File: src/rtl/rwb_pkg.sv
package rwb_pkg;
  typedef enum logic [1:0] {
    P_WR_FWD = 2'd0,
    P_RD_FWD = 2'd1,
    P_WR_INV = 2'd2,
    P_RD_INV = 2'd3
  } pass_t;

  typedef struct packed {
    logic engage;  // engine owns RAM port
    logic wrStb;   // write current word
    logic invert;  // complement sweep
    logic cmpStb;  // compare read data this cycle
    logic clear;   // start accepted: clear result
  } rwb_strobe_t;
endpackage

File: src/rtl/rwb_ctrl.sv
module rwb_ctrl
  import rwb_pkg::*;
#(
  parameter int ADDR_W = 12
) (
  input  logic              clk,
  input  logic              rstN,
  input  logic              startCmd,
  output rwb_strobe_t       stb,
  output logic [ADDR_W-1:0] wordAddr,
  output logic              busy,
  output logic              donePulse,
  output logic              doneFlag
);
  localparam logic [ADDR_W-1:0] LAST_ADDR = '1;
  localparam logic [1:0] WR_LAST_SUB = 2'd1;
  localparam logic [1:0] RD_LAST_SUB = 2'd2;

  pass_t      pass;
  logic [1:0] sub;
  logic       readPass;
  logic       launch;
  logic       wordEnd;

  function automatic pass_t nextPass(pass_t p);
    case (p)
      P_WR_FWD: return P_RD_FWD;
      P_RD_FWD: return P_WR_INV;
      P_WR_INV: return P_RD_INV;
      default:  return P_WR_FWD;
    endcase
  endfunction

  always_comb begin
    readPass   = (pass == P_RD_FWD) || (pass == P_RD_INV);
    launch     = startCmd && !busy;
    wordEnd    = (sub == (readPass ? RD_LAST_SUB : WR_LAST_SUB));
    stb.engage = busy;
    stb.wrStb  = busy && !readPass && (sub == 2'd0);
    stb.invert = (pass == P_WR_INV) || (pass == P_RD_INV);
    stb.cmpStb = busy && readPass && (sub == RD_LAST_SUB);
    stb.clear  = launch;
  end

  always_ff @(posedge clk) begin
    if (!rstN) begin
      pass      <= P_WR_FWD;
      sub       <= 2'd0;
      wordAddr  <= '0;
      busy      <= 1'b0;
      donePulse <= 1'b0;
      doneFlag  <= 1'b0;
    end else begin
      donePulse <= 1'b0;
      if (launch) begin
        busy     <= 1'b1;
        pass     <= P_WR_FWD;
        sub      <= 2'd0;
        wordAddr <= '0;
        doneFlag <= 1'b0;
      end else if (busy) begin
        if (wordEnd) begin
          sub <= 2'd0;
          if (wordAddr == LAST_ADDR) begin
            wordAddr <= '0;
            if (pass == P_RD_INV) begin
              busy      <= 1'b0;
              donePulse <= 1'b1;
              doneFlag  <= 1'b1;
            end else begin
              pass <= nextPass(pass);
            end
          end else begin
            wordAddr <= wordAddr + 1'b1;
          end
        end else begin
          sub <= sub + 2'd1;
        end
      end
    end
  end
endmodule

File: src/rtl/rwb_dpath.sv
module rwb_dpath
  import rwb_pkg::*;
#(
  parameter int ADDR_W = 12,
  parameter int DATA_W = 16
) (
  input  logic              clk,
  input  logic              rstN,
  input  rwb_strobe_t       stb,
  input  logic [ADDR_W-1:0] wordAddr,
  input  logic              hostEn,
  input  logic              hostWe,
  input  logic [ADDR_W-1:0] hostAddr,
  input  logic [DATA_W-1:0] hostWdata,
  input  logic [DATA_W-1:0] ramRdata,
  output logic              ramEn,
  output logic              ramWe,
  output logic [ADDR_W-1:0] ramAddr,
  output logic [DATA_W-1:0] ramWdata,
  output logic              failFlag,
  output logic [ADDR_W-1:0] diagAddr,
  output logic [DATA_W-1:0] diagExp,
  output logic [DATA_W-1:0] diagAct
);
  logic [DATA_W-1:0] addrWord;
  logic [DATA_W-1:0] expected;
  logic              mismatch;

  always_comb begin
    addrWord               = '0;
    addrWord[ADDR_W-1:0]   = wordAddr;
    expected               = stb.invert ? ~addrWord : addrWord;
    mismatch               = stb.cmpStb && (ramRdata != expected);
    if (stb.engage) begin
      ramEn    = 1'b1;
      ramWe    = stb.wrStb;
      ramAddr  = wordAddr;
      ramWdata = expected;
    end else begin
      ramEn    = hostEn;
      ramWe    = hostEn && hostWe;
      ramAddr  = hostAddr;
      ramWdata = hostWdata;
    end
  end

  always_ff @(posedge clk) begin
    if (!rstN || stb.clear) begin
      failFlag <= 1'b0;
      diagAddr <= '0;
      diagExp  <= '0;
      diagAct  <= '0;
    end else if (mismatch && !failFlag) begin
      failFlag <= 1'b1;
      diagAddr <= wordAddr;
      diagExp  <= expected;
      diagAct  <= ramRdata;
    end
  end
endmodule

File: src/rtl/ram_walk_bist.sv
module ram_walk_bist
  import rwb_pkg::*;
#(
  parameter int ADDR_W = 12,
  parameter int DATA_W = 16
) (
  input  logic              clk,
  input  logic              rstN,
  input  logic              startCmd,
  input  logic              hostEn,
  input  logic              hostWe,
  input  logic [ADDR_W-1:0] hostAddr,
  input  logic [DATA_W-1:0] hostWdata,
  output logic [DATA_W-1:0] hostRdata,
  output logic              ramEn,
  output logic              ramWe,
  output logic [ADDR_W-1:0] ramAddr,
  output logic [DATA_W-1:0] ramWdata,
  input  logic [DATA_W-1:0] ramRdata,
  output logic              busy,
  output logic              donePulse,
  output logic              doneFlag,
  output logic              failFlag,
  output logic [ADDR_W-1:0] diagAddr,
  output logic [DATA_W-1:0] diagExp,
  output logic [DATA_W-1:0] diagAct
);
  rwb_strobe_t       stb;
  logic [ADDR_W-1:0] wordAddr;

  assign hostRdata = ramRdata;

  rwb_ctrl #(.ADDR_W(ADDR_W)) uCtrl (
    .clk(clk), .rstN(rstN), .startCmd(startCmd), .stb(stb),
    .wordAddr(wordAddr), .busy(busy), .donePulse(donePulse),
    .doneFlag(doneFlag)
  );

  rwb_dpath #(.ADDR_W(ADDR_W), .DATA_W(DATA_W)) uDpath (
    .clk(clk), .rstN(rstN), .stb(stb), .wordAddr(wordAddr),
    .hostEn(hostEn), .hostWe(hostWe), .hostAddr(hostAddr),
    .hostWdata(hostWdata), .ramRdata(ramRdata), .ramEn(ramEn),
    .ramWe(ramWe), .ramAddr(ramAddr), .ramWdata(ramWdata),
    .failFlag(failFlag), .diagAddr(diagAddr), .diagExp(diagExp),
    .diagAct(diagAct)
  );
endmodule

File: config.mk
export PLATFORM = sky130hd
export DESIGN_NAME = ram_walk_bist
export DESIGN_NICKNAME = d
export VERILOG_FILES = /design/src/rtl/rwb_pkg.sv /design/src/rtl/rwb_ctrl.sv /design/src/rtl/rwb_dpath.sv /design/src/rtl/ram_walk_bist.sv
export SDC_FILE = /design/constraint.sdc
export NUM_CORES = 1
export LEC_CHECK = 0
export ABC_AREA = 0
export CORE_ASPECT_RATIO = 1.25
export CORE_MARGIN = 8
export CORE_UTILIZATION = 31
export DETAILED_ROUTE_END_ITERATION = 10
export DONT_BUFFER_PORTS = 1
export PLACE_DENSITY_LB_ADDON = 0.25
export SYNTH_ARGS = -nofsm -noshare
export SYNTH_HDL_FRONTEND = slang
export SYNTH_SLANG_ARGS = --single-unit
File: constraint.sdc
create_clock -name clk -period 4 [get_ports clk]
set_input_delay 0.6 -clock clk [delete_from_list [all_inputs] [get_ports clk]]
set_output_delay 0.6 -clock clk [all_outputs]
set_load 0.01 [all_outputs]
==> results of run 1 <==
[where the power goes]
group	switching [mW]	internal (mW)	total, mW	leakage (nW)
combinational	0.0756	0.0390	0.115	0.843
clock	0.285	0.495	0.780	0.149
sequential	0.00779	0.610	0.618	0.492
[routing by layer]
metal | global-route usage | wire (um)
met5 | 0 | 0
met3 | 0.08555 | 1849
met4 | 0.06871 | 380
met1 | 0.1855 | 5795
met2 | 0.2643 | 6719
[per-stage QoR]
stage	setup WS [ns]	hold WS [ns]	std cells	power, mW
global route	0.4445	0.3898	630	1.568
CTS	0.7167	0.3944	630	1.528
detailed placement	0.7577	0.5265	614	0.7447
global placement	0.8536	0.5024	614	0.7450
finish	0.6849	0.4014	630	1.512
floorplan	1.602	0.4798	502	0.7338
[synth_stat cells, types with 2 or more instances]
| library cell | instances |
|---|---|
| nand3_1 | 74 |
| or2_2 | 2 |
| buf_4 | 23 |
| nand2_1 | 29 |
| a21oi_1 | 10 |
| a41oi_1 | 10 |
| a21boi_1 | 2 |
| o21ai_1 | 3 |
| a22oi_1 | 4 |
| o21ai_0 | 7 |
| nand2b_1 | 3 |
| dfxtp_1 | 61 |
| a31oi_1 | 10 |
| mux2i_1 | 2 |
| buf_1 | 3 |
| mux2_2 | 22 |
| xnor2_1 | 18 |
| inv_1 | 8 |
| buf_2 | 16 |
| nand4_1 | 38 |
| xor2_1 | 9 |
| nor3_1 | 6 |
| a32oi_1 | 29 |
| ha_1 | 8 |
| nor2_1 | 28 |
| a211oi_1 | 2 |
| o22ai_1 | 2 |
| o211ai_1 | 10 |
| buf_6 | 2 |
| and3_1 | 3 |
| clkbuf_1 | 30 |
[kinds of logic after synthesis]
| kind of cell | after synthesis | synth area share |
|---|---|---|
| muxes | 24 | 0.06577 |
| AOI/OAI and AO/OA | 101 | 0.1875 |
| and+or+nand+nor | 198 | 0.2578 |
| buffers and inverters | 83 | 0.1063 |
| adders and majority gates | 8 | 0.02459 |
| xor gates and xnor gates | 27 | 0.05808 |
| DFF | 61 | 0.2999 |
[registers in the layout (all words and copies together), names as in the netlist]
name	flops
uDpath.diagExp	13
uDpath.diagAct	16
uCtrl.doneFlag	1
uCtrl.donePulse	1
uCtrl.pass	2
uDpath.failFlag	1
uCtrl.sub	2
uCtrl.wordAddr	12
uDpath.diagAddr	12
uCtrl.busy	1
[cell type report]
cell class                      count  area share
Clock buffer                       11     0.05602
Clock inverter                      5     0.01155
Inverter                            9    0.007797
Multi-Input combinational cell    358      0.5671
Sequential cell                    61      0.2821
Tap cell                          171     0.04938
Timing Repair Buffer               15     0.02599
[worst max-delay path, delay by kind of cell, from the launching register on]
family,cells,cell delay [ns]
compound gates,3,1.28
fa+ha+maj,1,0.36
buf+inv,2,0.58
flops,1,0.45
simple gates,2,0.54
[worst max path at each step]
stage / start / end / slack, ns / depth (start not counted)
2_1_floorplan: uCtrl.pass[0] / ramWdata[10] / 1.60 / 7
3_3_place_gp: uCtrl.pass[0] / uDpath.diagExp[14] / 0.85 / 8
3_5_place_dp: uCtrl.pass[0] / uDpath.diagExp[14] / 0.76 / 8
4_1_cts: uCtrl.pass[0] / uDpath.diagExp[14] / 0.72 / 8
5_1_grt: uCtrl.pass[0] / uDpath.diagExp[10] / 0.44 / 8
6_report: uCtrl.pass[0] / uDpath.diagExp[14] / 0.68 / 8
==> results.yml, run 1 <==
placed_design:
  post_dp_cell_area_sq_um: 4040
  gp_congestion: 0.7922
  port_buffers: 0
  hpwl_mm: 10.48
clock_network:
  numCtsBuffers: 9
  clock-sinks: 61
  cts_max_path_buffers: 2
  htreeDepth: 3
  cts_setup_buffers: 0
  tritoncts: "done"
  ctsHoldBuffers: 0
  clk_pin_slew_ns: 0.05
  clock_latency_ns: 0.33
  cts_resized: 0
  root_buffer: "clkbuf_16"
worst_setup_path:
  endpoint_kind: "flip-flop"
  path_cells: "inv_1, ha_1, nor2_8, nand4_1, o31ai_4, buf_4, a211oi_1, a211oi_1"
  slowest_stage: "o31ai_4"
  critPathRequiredTime_ns: 4.24
  regToRegSetupSlack_ns: 0.68
  worstSetupStartpointType: "flip-flop"
  regToRegStartpoint: "uCtrl.pass[0]"
  cp_max_fo: 26
  reg2regPathDepth: 8
  worstPathArrival_ns: 3.56
  cpPeakStageDelay_ns: 0.95
  worstSetupPathType: "flip-flop to flip-flop"
  worstReg2RegEnd: "uDpath.diagExp[14]"
  path_common_cell: "a211oi_1"
global_route:
  grt_max_degree: 59
  globalRouteOverflowTotal: 0
  track_usage: 0.1665
  antenna_found_initial: 0
  grt_pass1_vias: 3578
  grt_pass1_wl_mm: 22.11
route:
  vias: 3833
  drtPass1Iterations: 5
  dr.first_iter.drc_count: 275
  via_per_inst: 6.084
  wire_per_inst_um: 23.40
  drc: 0
  ant_nets: 0
  totalWireLength_mm: 14.75
floorplan:
  core_area_sq_um: 13060
  core.rowCount: 47
  initial_utilization: 0.3119
  die_area_sq_um: 17080
  die_w_um: 118.5
  die-height_um: 144.1
  ios: 143
final_layout:
  multi_input_area_sq_um: 2457
  final_cell_mix: "nand3_1 (74), dfxtp_1 (60), nand4_1 (38), nand2_1 (29), a32oi_1 (29)"
  nets: 511
  drive_gt1_frac: 0.1569
  fill_cells: 1337
  final_util: 0.3319
  area_growth_pct: 6.423
  n_antenna_cell: 0
  final-seq-area_sq_um: 1222
  stdcell_area_sq_um: 4333
  final_common_cell: "nand3_1"
worst_hold_path:
  hold_path_depth: 2
  hold_end: "uDpath.diagAct[7]"
  hold_class: "input port to flip-flop"
  hp-start: "ramRdata[7]"
timing:
  min_period_over_period: 0.8288
  fmax_mhz: 301.7
  fin_crit_ns: 3.315
  setup_viol: 0
  relSlewSlack: 0.1881
  skew_ns: 0.003875
  hold_viol: 0
  rsz0062_at_grt: "no"
  fin_tns_setup_ns: 0
  tightest_slew_ns: 1.215
  final_max_slew_viol_count: 0
synthesis:
  synth_nets: 559
  ys_seq_area_frac: 0.2999
  ys_async_sr_fraction: 0
  synth_top_area_share: 0.2999
  synthTopCellsByArea: "dfxtp_1 (30%), nand3_1 (9.1%), a32oi_1 (6.2%)"
  synth_area_per_cell_sq_um: 8.110
  synthCells: 502
  netlist_area_sq_um: 4071
  synth_edf_count: 0
  yosys_warnings: 0
  synth_ff_type: "dfxtp_1"
  yosys.area.top_type: "dfxtp_1"
  ys_ff_latch: 61
  yosysUniqueCellTypes: 59
pwr:
  p_per_area_nw_per_um2: 349.0
  peakVddDrop_mv: 0.1409
  power_leakage_nw: 1.484
run:
  maxCapViolCount: 0
run_status:
  status: "complete, no violations"
Power figures use the tool's default switching activity.
==> run 2, diff against run 1 <==
- clock period: 4 -> 3 ns (I/O delays scaled with it)
==> results.yml, run 2 (synthesis results as in run 1) <==
clock_network:
  root_buffer: "clkbuf_16"
  tritoncts: "done"
  clock-sinks: 61
  cts_max_path_buffers: 2
  cts_resized: 0
  clock_latency_ns: 0.33
  numCtsBuffers: 9
  htreeDepth: 3
  cts_setup_buffers: 0
  ctsHoldBuffers: 0
  clk_pin_slew_ns: 0.05
global_route:
  grt_pass1_vias: 3734
  grt_max_degree: 59
  antenna_found_initial: 0
  globalRouteOverflowTotal: 0
  track_usage: 0.1662
  grt_pass1_wl_mm: 22.31
final_layout:
  largest_reg_flops: 16
  n_antenna_cell: 0
  drive_gt1_frac: 0.1734
  final_util: 0.3380
  reg_top3: "uDpath.diagAct x16, uDpath.diagExp x13"
  final_cell_mix: "nand3_1 (74), dfxtp_1 (60), nand4_1 (38), nand2_1 (29), a32oi_1 (29)"
  fill_cells: 1365
  top_register: "uDpath.diagAct"
  final_common_cell: "nand3_1"
  nets: 521
  area_growth_pct: 8.390
worst_setup_path:
  reg2regPathDepth: 8
  cp_max_fo: 20
  endpoint_kind: "flip-flop"
  worstReg2RegEnd: "uDpath.diagAct[6]"
  regToRegSetupSlack_ns: 0.23
  regToRegStartpoint: "uCtrl.pass[0]"
  critPathRequiredTime_ns: 3.21
  worstSetupStartpointType: "flip-flop"
  cp-startpoint: "uCtrl.pass[0]"
  worstSetupPathType: "flip-flop to flip-flop"
  worstPathArrival_ns: 2.98
timing:
  hold_viol: 0
  final_max_slew_viol_count: 0
  relSlewSlack: 0.1809
  fin_crit_ns: 2.774
  fin_tns_setup_ns: 0
  min_period_over_period: 0.9246
  rsz0062_at_grt: "no"
  tightest_slew_ns: 1.226
  fmax_mhz: 360.5
  skew_ns: 0.003996
  setup_slack_ns: 0.2263
  setup_viol: 0
  hold-worst-slack_ns: 0.2584
route:
  vias: 3885
  via_per_inst: 6.089
  dr.first_iter.drc_count: 273
  drc: 0
  wire_per_inst_um: 22.91
  drtPass1Iterations: 4
  totalWireLength_mm: 14.62
  ant_nets: 0
placed_design:
  hpwl_mm: 10.57
  dp_slack_ns: 0.2690
  port_buffers: 0
  gp_congestion: 0.8695
floorplan:
  core_area_sq_um: 13060
  die_w_um: 118.5
  ios: 143
  initial_utilization: 0.3119
  die_area_sq_um: 17080
  core.rowCount: 47
  die-height_um: 144.1
run_status:
  status: "complete, no violations"
pwr:
  clkPwrFrac: 0.504
  p_int_mw: 1.507
  p_per_area_nw_per_um2: 447.7
  sw_frac_of_total: 0.2373
  comb_power_share: 0.083
  seq_power_share: 0.413
  power_leakage_nw: 1.532
  peakVddDrop_mv: 0.2027
  p_sw_mw: 0.4689
worst_hold_path:
  hold_end: "uDpath.diagAct[12]"
  hold_class: "input port to flip-flop"
  hp-start: "ramRdata[12]"
  hold_path_depth: 2
run:
  maxCapViolCount: 0
run 2: changes by cell type in the layout (fill, tap and decap cells not counted), sizes merged:
| cell | change |
|---|---|
| clkbuf | +2 |
| clkinv | -3 |
| buf | +10 |
| bufinv | -1 |
run 2: per-layer routing:
metal	GRT usage	vias up	routed length, um	share of wire
met1	0.1848	1886	5772	0.39
met5	0	-	0	0
met2	0.2715	185	6853	0.47
li1	-	1790	-	-
met3	0.07617	24	1640	0.11
met4	0.06805	0	349	0.024
run 2: power groups by stage:
stage                     logic [mW]  registers, mW  clock network [mW]
after floorplan                0.145          0.833                   0
after global placement         0.163          0.834                   0
after detailed placement       0.164          0.834                   0
after CTS                      0.165          0.817                1.02
after global routing           0.177          0.816                1.05
final                          0.163          0.817               0.996
run 2: final cells by class:
| class | count | area [sq um] | area share |
|---|---|---|---|
| multi-input combinational | 358 | 2457 | 0.5568 |
| clock inverter | 1 | 5.005 | 0.001134 |
| inverter | 9 | 33.78 | 0.007655 |
| sequential | 61 | 1222 | 0.2770 |
| clock buffer | 13 | 280.3 | 0.06351 |
| tap | 171 | 214.0 | 0.04848 |
| timing repair buffer | 25 | 200.2 | 0.04536 |
run 2: how the worst max path moves through the flow:
stage                                     to  slack (ns)  depth (start not counted)
after CTS                  uDpath.diagAct[6]        0.26                          8
after detailed placement   uDpath.diagAct[6]        0.27                          8
after floorplan           uDpath.diagExp[10]        0.68                         11
after global routing      uDpath.diagAddr[1]       0.008                          8
final                      uDpath.diagAct[6]        0.23                          8
after global placement     uDpath.diagExp[9]        0.45                          8
run 2: worst max-delay path, cell delays in order, from the launching register on:
cell and delay (ns):
dfxtp_1 0.44, ha_1 0.60, nor2_8 0.10, nor4_1 0.35
nand3_1 0.20, o31a_1 0.32, buf_4 0.30, a32oi_1 0.24
nand3_1 0.10
run 2: per-stage QoR:
step,std cells,power [mW],area (sq um)
after global routing,638,2.044,4413
after global placement,624,0.9969,4128
after CTS,638,2.000,4413
final,638,1.976,4413
after floorplan,502,0.9784,4071
after detailed placement,624,0.9976,4128
==> run 3, diff against run 2 <==
- PLACE_DENSITY: unset -> 0.52
- PLACE_DENSITY_LB_ADDON: 0.25 -> unset
- clock period: 3 -> 2.46 ns (I/O delays scaled with it)
==> results.yml, run 3 (synthesis results as in run 1) <==
run_status:
  status: "complete, no violations"
pwr:
  power_leakage_nw: 1.619
  p_int_mw: 1.956
  peakVddDrop_mv: 0.2446
  clkPwrFrac: 0.536
  sw_frac_of_total: 0.2460
  p_total_mw: 2.594
  p_sw_mw: 0.6380
  comb_power_share: 0.081
  p_per_area_nw_per_um2: 566.1
  seq_power_share: 0.384
final_layout:
  largest_reg_flops: 16
  final_common_cell: "nand3_1"
  final_cell_mix: "nand3_1 (74), dfxtp_1 (60), buf_4 (39), nand4_1 (38)"
  nets: 537
  reg_top3: "uDpath.diagAct x16, uDpath.diagExp x13"
  fill_cells: 1359
  n_antenna_cell: 0
  top_register: "uDpath.diagAct"
  final-seq-area_sq_um: 1222
  multi_input_area_sq_um: 2475
  area_growth_pct: 12.54
  drive_gt1_frac: 0.2103
timing:
  fin_crit_ns: 2.332
  hold_viol: 0
  min_period_over_period: 0.9481
  tightest_slew_ns: 0.7662
  setup_viol: 0
  final_max_slew_viol_count: 0
  rsz0062_at_grt: "no"
  fmax_mhz: 428.7
  relSlewSlack: 0.4858
  skew_ns: 0.006088
  fin_tns_setup_ns: 0
worst_setup_path:
  critPathRequiredTime_ns: 2.68
  endpoint_kind: "flip-flop"
  worstSetupStartpointType: "flip-flop"
  worstReg2RegEnd: "uCtrl.wordAddr[9]"
  regToRegSetupSlack_ns: 0.13
  path_cells: "ha_2, buf_4, or4b_4, o21a_4, nor4b_4, nand4_1, xor2_1, nor2_2"
  reg2regPathDepth: 8
  crit_end: "uCtrl.wordAddr[9]"
  cp_max_fo: 9
  cp-startpoint: "uCtrl.pass[1]"
  regToRegStartpoint: "uCtrl.pass[1]"
  worstPathArrival_ns: 2.55
  cpPeakStageDelay_ns: 0.53
  worstSetupPathType: "flip-flop to flip-flop"
  slowest_stage: "or4b_4"
global_route:
  grt_pass1_vias: 3644
  grt_max_degree: 59
  antenna_found_initial: 0
  grt_pass1_wl_mm: 22.20
  track_usage: 0.1643
  globalRouteOverflowTotal: 0
route:
  totalWireLength_mm: 14.74
  wire_per_inst_um: 22.47
  vias: 3948
  ant_nets: 0
  via_per_inst: 6.018
  drc: 0
  drtPass1Iterations: 5
  dr.first_iter.drc_count: 266
placed_design:
  gp_congestion: 0.8112
  port_buffers: 0
  hpwl_mm: 10.51
floorplan:
  core_area_sq_um: 13060
  initial_utilization: 0.3119
  core.rowCount: 47
  die_area_sq_um: 17080
  die-height_um: 144.1
  die_w_um: 118.5
  ios: 143
clock_network:
  clk_pin_slew_ns: 0.06
  htreeDepth: 3
  clock_latency_ns: 0.34
  numCtsBuffers: 9
  tritoncts: "done"
  root_buffer: "clkbuf_16"
  clock-sinks: 61
  cts_max_path_buffers: 2
  ctsHoldBuffers: 0
  cts_setup_buffers: 0
worst_hold_path:
  hold_class: "input port to flip-flop"
  hold_path_depth: 2
run:
  maxCapViolCount: 0
==> run 3: cell types whose count changed in the layout (fill, tap and decap cells not counted), sizes merged <==
cell / change
buf: +15
bufinv: +2
nor2: +1
clkbuf: -4
inv: +1
clkinv: +2
clkinvlp: +1
==> run 3: power groups by stage <==
stage	Combinational [mW]	Clock (mW)	Sequential [mW]
6_report	0.209	1.39	0.995
5_1_grt	0.225	1.47	0.995
4_1_cts	0.209	1.41	0.995
3_5_place_dp	0.207	0	1.02
3_3_place_gp	0.206	0	1.02
2_1_floorplan	0.177	0	1.02
==> run 3: worst min-delay path by stage <==
stage	from	to	slack, ns
CTS	ramRdata[11]	uDpath.diagAct[11]	0.16
global route	ramRdata[15]	uDpath.diagAct[15]	0.17
detailed placement	ramRdata[12]	uDpath.diagAct[12]	0.51
floorplan	uCtrl.sub[1]	uCtrl.sub[1]	0.48
global placement	ramRdata[3]	uDpath.diagAct[3]	0.51
finish	ramRdata[11]	uDpath.diagAct[11]	0.17
==> run 3: what timing repair did <==
item / CTS / global route
endpoints found under the setup margin: 0 / 55
hold endpoints to repair: 0 / 0
resized for setup: 0 / 4
==> run 3: cell type report <==
type,count,area share
Clock buffer,9,0.04915
Clock inverter,7,0.02157
Inverter,9,0.007373
Multi-Input combinational cell,359,0.5401
Sequential cell,61,0.2668
Tap cell,171,0.04670
Timing Repair Buffer,40,0.06827
==> run 3: critical path, delay by kind of cell, from the launching register on <==
family,cells,cell delay (ns)
AO/OA/AOI/OAI,1,0.16
XOR/XNOR,1,0.18
adder cells (fa/ha/maj),1,0.26
buffers and inverters,1,0.18
flip-flops,1,0.34
AND/OR/NAND/NOR,4,1.08
==> run 3: routing by layer <==
| layer | share of wire | vias to the layer above | GRT usage |
|---|---|---|---|
| met5 | 0 | - | 0 |
| met4 | 0.016 | 0 | 0.05804 |
| met3 | 0.11 | 20 | 0.06055 |
| met2 | 0.47 | 207 | 0.2637 |
| met1 | 0.41 | 1902 | 0.1982 |
| li1 | - | 1819 | - |
==> run 3: through the flow <==
step	area, sq um	hold WS (ns)	std cells	worst slack (ns)	util
after floorplan	4071	0.4798	502	0.1448	-
after global placement	4240	0.5059	639	0.08212	0.3248
after detailed placement	4240	0.5093	639	0.04955	0.3248
after CTS	4564	0.1619	655	0.02826	0.3496
after global routing	4582	0.1723	656	0.004766	0.3510
final	4582	0.1672	656	0.1276	0.3510
